**src/rtl/irq_router_pkg.sv**
```systemverilog
package irq_router_pkg;

  typedef struct packed {
    logic [7:0] dest;
    logic       mask;
    logic       trig;   // 1 = level
    logic       pol;    // 1 = active low
    logic       dmode;
    logic [7:0] vector;
  } rte_t;

  localparam logic [4:0] ADDR_SEL = 5'h00;
  localparam logic [4:0] ADDR_WIN = 5'h10;
  localparam logic [7:0] IDX_ID   = 8'h00;
  localparam logic [7:0] IDX_VER  = 8'h01;
  localparam int unsigned TBL_BASE = 16;

  localparam rte_t RTE_RESET = '{dest: 8'h00, mask: 1'b1, trig: 1'b0,
                                 pol: 1'b0, dmode: 1'b0, vector: 8'h00};

endpackage

```
**src/rtl/irq_regs.sv**
```systemverilog
module irq_regs
  import irq_router_pkg::*;
#(
  parameter int unsigned NUM_PINS = 24,
  parameter logic [3:0]  ID_RESET = 4'h0,
  parameter logic [7:0]  VERSION  = 8'h20
) (
  input  logic                  clk_i,
  input  logic                  rst_ni,
  input  logic                  bus_we_i,
  input  logic [4:0]            bus_addr_i,
  input  logic [31:0]           bus_wdata_i,
  output logic [31:0]           bus_rdata_o,
  input  logic [NUM_PINS-1:0]   rirr_i,
  output rte_t [NUM_PINS-1:0]   rte_o
);

  localparam logic [7:0] MAX_ENTRY = 8'(NUM_PINS - 1);

  logic [7:0]  sel_q;
  logic [3:0]  id_q;
  logic        sel_we, win_we;
  logic [31:0] win_data;
  logic        unused_wdata;

  assign sel_we = bus_we_i && (bus_addr_i == ADDR_SEL);
  assign win_we = bus_we_i && (bus_addr_i == ADDR_WIN);
  assign unused_wdata = ^{bus_wdata_i[23:17], bus_wdata_i[14], bus_wdata_i[12], bus_wdata_i[10:8]};

  always_ff @(posedge clk_i or negedge rst_ni) begin
    if (!rst_ni) begin
      sel_q <= '0;
      id_q  <= ID_RESET;
    end else begin
      if (sel_we) sel_q <= bus_wdata_i[7:0];
      if (win_we && sel_q == IDX_ID) id_q <= bus_wdata_i[27:24];
    end
  end

  for (genvar g = 0; g < NUM_PINS; g++) begin : g_entry
    localparam logic [7:0] LO_IDX = 8'(TBL_BASE + 2 * g);
    localparam logic [7:0] HI_IDX = 8'(TBL_BASE + 2 * g + 1);
    rte_t rte_q;

    always_ff @(posedge clk_i or negedge rst_ni) begin
      if (!rst_ni) begin
        rte_q <= RTE_RESET;
      end else if (win_we) begin
        if (sel_q == LO_IDX) begin
          rte_q.vector <= bus_wdata_i[7:0];
          rte_q.dmode  <= bus_wdata_i[11];
          rte_q.pol    <= bus_wdata_i[13];
          rte_q.trig   <= bus_wdata_i[15];
          rte_q.mask   <= bus_wdata_i[16];
        end
        if (sel_q == HI_IDX) rte_q.dest <= bus_wdata_i[31:24];
      end
    end

    assign rte_o[g] = rte_q;
  end

  always_comb begin
    win_data = '0;
    if (sel_q == IDX_ID)  win_data = {4'h0, id_q, 24'h0};
    if (sel_q == IDX_VER) win_data = {8'h00, MAX_ENTRY, 8'h00, VERSION};
    for (int k = 0; k < NUM_PINS; k++) begin
      if (sel_q == 8'(TBL_BASE + 2 * k))
        win_data = {15'h0, rte_o[k].mask, rte_o[k].trig, rirr_i[k], rte_o[k].pol,
                    1'b0, rte_o[k].dmode, 3'h0, rte_o[k].vector};
      if (sel_q == 8'(TBL_BASE + 2 * k + 1))
        win_data = {rte_o[k].dest, 24'h0};
    end
  end

  always_comb begin
    bus_rdata_o = '0;
    if (bus_addr_i == ADDR_SEL) bus_rdata_o = {24'h0, sel_q};
    else if (bus_addr_i == ADDR_WIN) bus_rdata_o = win_data;
  end

  assert_sel_write_R1: assert property (@(posedge clk_i) disable iff (!rst_ni)
    sel_we |=> sel_q == $past(bus_wdata_i[7:0]));

  assert_id_write_R2: assert property (@(posedge clk_i) disable iff (!rst_ni)
    (win_we && sel_q == IDX_ID) |=> id_q == $past(bus_wdata_i[27:24]));

  assert_id_hold_R2: assert property (@(posedge clk_i) disable iff (!rst_ni)
    !win_we |=> $stable(id_q));

endmodule

```
**src/rtl/irq_pin.sv**
```systemverilog
module irq_pin (
  input  logic       clk_i,
  input  logic       rst_ni,
  input  logic       irq_i,
  input  logic       mask_i,
  input  logic       trig_i,
  input  logic       pol_i,
  input  logic [7:0] vector_i,
  input  logic       grant_i,
  input  logic       eoi_valid_i,
  input  logic [7:0] eoi_vector_i,
  output logic       req_o,
  output logic       rirr_o
);

  logic raw_q, act, act_q, rise, pend_q, rirr_q;

  assign act  = raw_q ^ pol_i;
  assign rise = act & ~act_q;

  always_ff @(posedge clk_i or negedge rst_ni) begin
    if (!rst_ni) begin
      raw_q  <= 1'b0;
      act_q  <= 1'b0;
      pend_q <= 1'b0;
      rirr_q <= 1'b0;
    end else begin
      raw_q <= irq_i;
      act_q <= act;
      if (trig_i) pend_q <= 1'b0;
      else        pend_q <= (pend_q & ~grant_i) | (rise & ~mask_i);
      if (!trig_i)                                       rirr_q <= 1'b0;
      else if (grant_i)                                  rirr_q <= 1'b1;
      else if (eoi_valid_i && eoi_vector_i == vector_i)  rirr_q <= 1'b0;
    end
  end

  assign req_o  = ~mask_i & (trig_i ? (act & ~rirr_q) : pend_q);
  assign rirr_o = rirr_q;

  assert_grant_has_req_R9: assert property (@(posedge clk_i) disable iff (!rst_ni)
    grant_i |-> req_o);

  assert_level_sets_rirr_R10: assert property (@(posedge clk_i) disable iff (!rst_ni)
    (grant_i && trig_i) |=> rirr_o);

  assert_pending_kept_R8: assert property (@(posedge clk_i) disable iff (!rst_ni)
    (pend_q && !grant_i && !trig_i) |=> pend_q);

  assert_rirr_clear_R11: assert property (@(posedge clk_i) disable iff (!rst_ni)
    ($fell(rirr_o) && $past(trig_i)) |-> $past(eoi_valid_i && eoi_vector_i == vector_i));

endmodule

```
**src/rtl/irq_send.sv**
```systemverilog
module irq_send #(
  parameter int unsigned NUM_PINS = 24
) (
  input  logic                      clk_i,
  input  logic                      rst_ni,
  input  logic [NUM_PINS-1:0]       req_i,
  input  logic [NUM_PINS-1:0][7:0]  vector_i,
  input  logic [NUM_PINS-1:0]       dmode_i,
  input  logic [NUM_PINS-1:0][7:0]  dest_i,
  output logic [NUM_PINS-1:0]       grant_o,
  output logic                      msg_valid_o,
  input  logic                      msg_ready_i,
  output logic [7:0]                msg_vector_o,
  output logic                      msg_dest_mode_o,
  output logic [7:0]                msg_dest_id_o
);

  localparam int unsigned PIN_W = (NUM_PINS > 1) ? $clog2(NUM_PINS) : 1;

  logic [PIN_W-1:0] pick;
  logic             found, load;

  always_comb begin
    found = 1'b0;
    pick  = '0;
    for (int i = 0; i < NUM_PINS; i++) begin
      if (!found && req_i[i]) begin
        found = 1'b1;
        pick  = PIN_W'(i);
      end
    end
  end

  assign load = found && (!msg_valid_o || msg_ready_i);

  always_comb begin
    grant_o = '0;
    if (load) grant_o[pick] = 1'b1;
  end

  always_ff @(posedge clk_i or negedge rst_ni) begin
    if (!rst_ni) begin
      msg_valid_o     <= 1'b0;
      msg_vector_o    <= '0;
      msg_dest_mode_o <= 1'b0;
      msg_dest_id_o   <= '0;
    end else if (load) begin
      msg_valid_o     <= 1'b1;
      msg_vector_o    <= vector_i[pick];
      msg_dest_mode_o <= dmode_i[pick];
      msg_dest_id_o   <= dest_i[pick];
    end else if (msg_ready_i) begin
      msg_valid_o <= 1'b0;
    end
  end

  assert_grant_onehot_R9: assert property (@(posedge clk_i) disable iff (!rst_ni)
    $onehot0(grant_o));

  assert_msg_hold_R7: assert property (@(posedge clk_i) disable iff (!rst_ni)
    (msg_valid_o && !msg_ready_i) |=> (msg_valid_o && $stable(msg_vector_o)
      && $stable(msg_dest_mode_o) && $stable(msg_dest_id_o)));

endmodule

```
**src/rtl/irq_router.sv**
```systemverilog
module irq_router
  import irq_router_pkg::*;
#(
  parameter int unsigned NUM_PINS = 24,
  parameter logic [3:0]  ID_RESET = 4'h0,
  parameter logic [7:0]  VERSION  = 8'h20
) (
  input  logic                 clk_i,
  input  logic                 rst_ni,
  input  logic                 bus_we_i,
  input  logic [4:0]           bus_addr_i,
  input  logic [31:0]          bus_wdata_i,
  output logic [31:0]          bus_rdata_o,
  input  logic [NUM_PINS-1:0]  irq_i,
  input  logic                 eoi_valid_i,
  input  logic [7:0]           eoi_vector_i,
  output logic                 msg_valid_o,
  input  logic                 msg_ready_i,
  output logic [7:0]           msg_vector_o,
  output logic                 msg_dest_mode_o,
  output logic [7:0]           msg_dest_id_o
);

  rte_t [NUM_PINS-1:0]      rte;
  logic [NUM_PINS-1:0]      req, grant, rirr, dmode;
  logic [NUM_PINS-1:0][7:0] vec, dest;

  irq_regs #(.NUM_PINS(NUM_PINS), .ID_RESET(ID_RESET), .VERSION(VERSION)) i_regs (
    .clk_i, .rst_ni, .bus_we_i, .bus_addr_i, .bus_wdata_i, .bus_rdata_o,
    .rirr_i(rirr), .rte_o(rte)
  );

  for (genvar g = 0; g < NUM_PINS; g++) begin : g_pin
    assign vec[g]   = rte[g].vector;
    assign dmode[g] = rte[g].dmode;
    assign dest[g]  = rte[g].dest;

    irq_pin i_pin (
      .clk_i, .rst_ni,
      .irq_i(irq_i[g]), .mask_i(rte[g].mask), .trig_i(rte[g].trig), .pol_i(rte[g].pol),
      .vector_i(rte[g].vector), .grant_i(grant[g]),
      .eoi_valid_i, .eoi_vector_i,
      .req_o(req[g]), .rirr_o(rirr[g])
    );
  end

  irq_send #(.NUM_PINS(NUM_PINS)) i_send (
    .clk_i, .rst_ni, .req_i(req), .vector_i(vec), .dmode_i(dmode), .dest_i(dest),
    .grant_o(grant), .msg_valid_o, .msg_ready_i, .msg_vector_o, .msg_dest_mode_o,
    .msg_dest_id_o
  );

endmodule

```
**config.mk**
```make
export PLATFORM = sky130hd
export DESIGN_NAME = irq_router
export DESIGN_NICKNAME = d
export VERILOG_FILES = /design/src/rtl/irq_router_pkg.sv /design/src/rtl/irq_regs.sv /design/src/rtl/irq_pin.sv /design/src/rtl/irq_send.sv /design/src/rtl/irq_router.sv
export SDC_FILE = /design/constraint.sdc
export NUM_CORES = 1
export LEC_CHECK = 0
export CAP_MARGIN = 20
export CORE_MARGIN = 5
export CORE_UTILIZATION = 45
export CTS_BUF_LIST = sky130_fd_sc_hd__clkbuf_16
export CTS_CLUSTER_DIAMETER = 40
export DETAILED_ROUTE_END_ITERATION = 7
export HOLD_SLACK_MARGIN = 0.1
export PLACE_DENSITY_LB_ADDON = 0.2
export SLEW_MARGIN = 20
export SYNTH_ARGS = -nofsm -noshare
export SYNTH_HDL_FRONTEND = slang
export SYNTH_SLANG_ARGS = --single-unit
export TNS_END_PERCENT = 20
```
**constraint.sdc**
```tcl
create_clock -name clk_i -period 4.12 [get_ports clk_i]
set_clock_uncertainty 0.15 [all_clocks]
set_input_delay 0.618 -clock clk_i [delete_from_list [all_inputs] [get_ports clk_i]]
set_output_delay 0.618 -clock clk_i [all_outputs]
set_load 0.01 [all_outputs]
```
==> flow_metrics.env <==
export IMPL_outcome="finished with violations"
export IMPL_violations="negative setup slack"
export IMPL_ff2ff_setup_slack_ns=0.09
export IMPL_total_switching_power_w=0.00607
export IMPL_synth_cell_area_mm2=0.0327
export IMPL_cts_tree="built"
export IMPL_placementRows=98
export IMPL_synth_warnings=0
export IMPL_ioPinCount=124
export IMPL_power_leakage_nw=19.4
export IMPL_global_route_wire_length_before_repair_um=191000
export IMPL_first_pass_iters=8
export IMPL_commonest_register_cell_after_synthesis="dfrtp_1"
export IMPL_vias_per_instance=6.36
export IMPL_min_delay_start="irq_i[0]"
export IMPL_synthesis_area_per_instance_um2=11.3
export IMPL_path_clk_slew_ns=0.05
export IMPL_grt_usage=0.325
export IMPL_path_max_fanout=4
export IMPL_crit_path_start_kind="register"
export IMPL_final_setup_viol_count=2
export IMPL_switching_share=0.307
export IMPL_final_slew_violations=0
export IMPL_layout_drive_gt1_share=0.367
export IMPL_number_of_distinct_library_cell_variants_in_the_gate_level_netlist_after_synthesis=78
export IMPL_start_util=0.455
export IMPL_port_buffers=103
export IMPL_finalHoldWorstSlack_ns=0.240
export IMPL_pre_cts_ws_ns=-0.242
export IMPL_critical_path_reg2reg_endpoint="i_send.msg_vector_o[6]"
export IMPL_final_nets=3340
export IMPL_numCtsBuffers=109
export IMPL_hold_removal_path_class="input port to register"
export IMPL_slew_headroom=0.279
export IMPL_r2r_worst_path_cells=12
export IMPL_cts_htree_levels=3
export IMPL_first_global_vias=28332
export IMPL_internal_power_w=0.0137
export IMPL_clkPwrFrac=0.478
export IMPL_floorplan_die_area_mm2=0.0782
export IMPL_tritoncts_num_sinks=606
export IMPL_worst_slack_ns=-0.0604
export IMPL_synth_edff_count=0
export IMPL_drcViolationCount=0
export IMPL_finalPower_w=0.0198
export IMPL_grt_max_degree=107
export IMPL_clkLatencyLatePin_ns=0.67
export IMPL_layout_cells_most_common="dfrtp_1"
export IMPL_worst_hold_path_num_cells=1
export IMPL_placeable_core_region_mm2=0.0719
export IMPL_cap_violations=0
export IMPL_die_w_um=280
export IMPL_drt_iter0_drc=2850
export IMPL_cts_root_buffer_cell="clkbuf_16"
export IMPL_clockBufferDepth=3
export IMPL_power_share_combinational=0.203
export IMPL_synth_yosys_seq_area_share=0.464
export IMPL_portion_of_total_power_attributed_to_sequential_cells=0.319
export IMPL_power_per_cell_area_mw_per_mm2=474
export IMPL_setup_worst_path_class="register to primary output"
export IMPL_post_route_min_period_ns=4.18
export IMPL_post_route_period_util=1.01
export IMPL_totalWireLength_um=130000
export IMPL_post_synth_inst_count=2893
export IMPL_routabilityCongestion=1.00
export IMPL_route_antenna_remaining_nets=0
export IMPL_route_vias_total=27420
export IMPL_critical_path_reg2reg_startpoint="i_regs.rte_o[9]"
export IMPL_grt_antenna_before_repair=4
export IMPL_final_hold_fails=0
export IMPL_wl_per_cell_um=30.2
export IMPL_overflow=0
export IMPL_yosys_register_bits=606
export IMPL_setup_worst_path_end_class="primary output"
export IMPL_critPathArrivalTime_ns=3.41
export IMPL_commonest_cells_after_routing_fill_and_taps_aside="dfrtp_1 (578), mux2_2 (498), buf_4 (311)"
export IMPL_maxClockFrequency_mhz=239
export IMPL_dieHeight_um=280
export IMPL_critical_path_required_ns=3.35
export IMPL_worstHoldEndpoint="g_pin[0].i_pin.raw_q"
export IMPL_ir_drop_v=0.000354
export IMPL_detailed_place_hpwl_um=96200
export IMPL_rsz_0062_raised_after_global_routing="yes"
export IMPL_area_delta_synth_final_pct=27.6
export IMPL_asyncSetResetFlopFracSynth=1.00
export IMPL_tightestPinTransition_ns=1.08
==> flip-flops by register name (all words and copies together), names as in the netlist, 4 cells and up <==
signal / cells
i_regs.rte_o: 480
g_pin.i_pin.act_q: 24
g_pin.i_pin.pend_q: 24
g_pin.i_pin.raw_q: 24
g_pin.i_pin.rirr_o: 24
i_regs.sel_q: 8
i_send.msg_dest_id_o: 8
i_send.msg_vector_o: 8
i_regs.id_q: 4
==> power groups by stage <==
stage / Combinational (W) / Sequential (W) / Clock [W]
finish: 0.00401 / 0.00631 / 0.00946
global route: 0.00414 / 0.00632 / 0.00982
CTS: 0.00385 / 0.00630 / 0.00954
detailed placement: 0.00375 / 0.00640 / 0
global placement: 0.00372 / 0.00640 / 0
floorplan: 0.00191 / 0.00634 / 0
==> per-layer routing <==
layer  GRT usage  up-vias  wire length [um]
met1       0.415    13956             51200
met3      0.0621      384              9610
met4       0.184        6              8540
li1            -    11688                 -
met5           0        -                34
met2       0.521     1386             60900
==> worst max-delay path, stage by stage (launching register included) <==
cell	delay [ns]
dfrtp_2	0.46
buf_6	0.16
nand2b_4	0.19
buf_4	0.15
buf_4	0.14
o32ai_1	0.28
o21ai_0	0.14
o22ai_1	0.18
o21ai_0	0.12
o221ai_1	0.11
o211ai_1	0.29
a31oi_2	0.28
o31ai_4	0.11
buf_2	0.15
==> stage by stage <==
step | utilization | instances | TNS (ns) | instance area [um^2]
finish | 0.581 | 4311 | -0.0635 | 41700
floorplan | - | 2900 | 0 | 32700
CTS | 0.577 | 4304 | -1.61 | 41500
detailed placement | 0.516 | 4088 | -0.795 | 37100
global route | 0.581 | 4309 | -0.498 | 41700
global placement | 0.517 | 4088 | -0.475 | 37100
==> worst max-delay path by stage <==
stage | endpoint | startpoint | cells past startpoint
floorplan | bus_rdata_o[16] | bus_addr_i[1] | 7
global route | bus_rdata_o[16] | i_regs.sel_q[2] | 12
finish | bus_rdata_o[16] | i_regs.sel_q[2] | 13
CTS | bus_rdata_o[7] | i_regs.sel_q[2] | 11
detailed placement | bus_rdata_o[25] | i_regs.sel_q[3] | 11
global placement | bus_rdata_o[26] | i_regs.sel_q[3] | 11
==> logic make-up after synthesis <==
logic type / Yosys count / share of synthesized area
AOI/OAI and AO/OA: 624 / 0.139
xor gates and xnor gates: 216 / 0.0578
buffers and inverters: 223 / 0.0302
DFF: 606 / 0.464
muxes: 664 / 0.223
other: 1 / 0.000115
and+or+nand+nor: 559 / 0.0863
==> final cells by class <==
type                            count  area [um^2]
Multi-Input combinational cell   2071        17300
Tap cell                          950         1190
Fill cell                        6011        30100
Sequential cell                   606        15200
Inverter                           12         45.0
Clock buffer                      111         2780
Clock inverter                     93         1100
Antenna cell                        2         5.00
Timing Repair Buffer              466         4160
==> timing repair <==
item / in CTS / in global routing
cloned: 0 / 0
resized for setup: 123 / 84
hold buffers: 1 / 0
pin swaps: 24 / 48
setup buffers: 11 / 6
endpoints found under the hold margin: 68 / 0
setup endpoints to repair: 21 / 22
==> cell usage after synthesis (all sizes together) (6+ instances only) <==
master,instances,area (um^2)
dfrtp,582,14600
mux2,498,5610
xor2,189,1660
mux2i,165,1650
clkbuf,136,510
nor2,134,503
nand2,133,502
a22oi,118,901
a21oi,83,415
buf,75,433
o21ai,72,364
nand3,59,300
nor3,50,250
a221oi,47,418
nor4,43,303
o22ai,43,269
a211oi,40,300
a22o,38,333
a31oi,38,238
nor2b,32,200
nor3b,32,240
xnor2,27,236
and2,25,156
dfstp,24,631
o41ai,21,184
o221ai,19,166
nand4,18,128
a222oi,16,160
a32oi,16,148
a221o,14,140
o211ai,13,97.6
inv,12,45.0
nand2b,12,77.6
or3,7,43.8
a2111oi,6,58.8
a21o,6,45.0
Power figures use the tool's default switching activity.
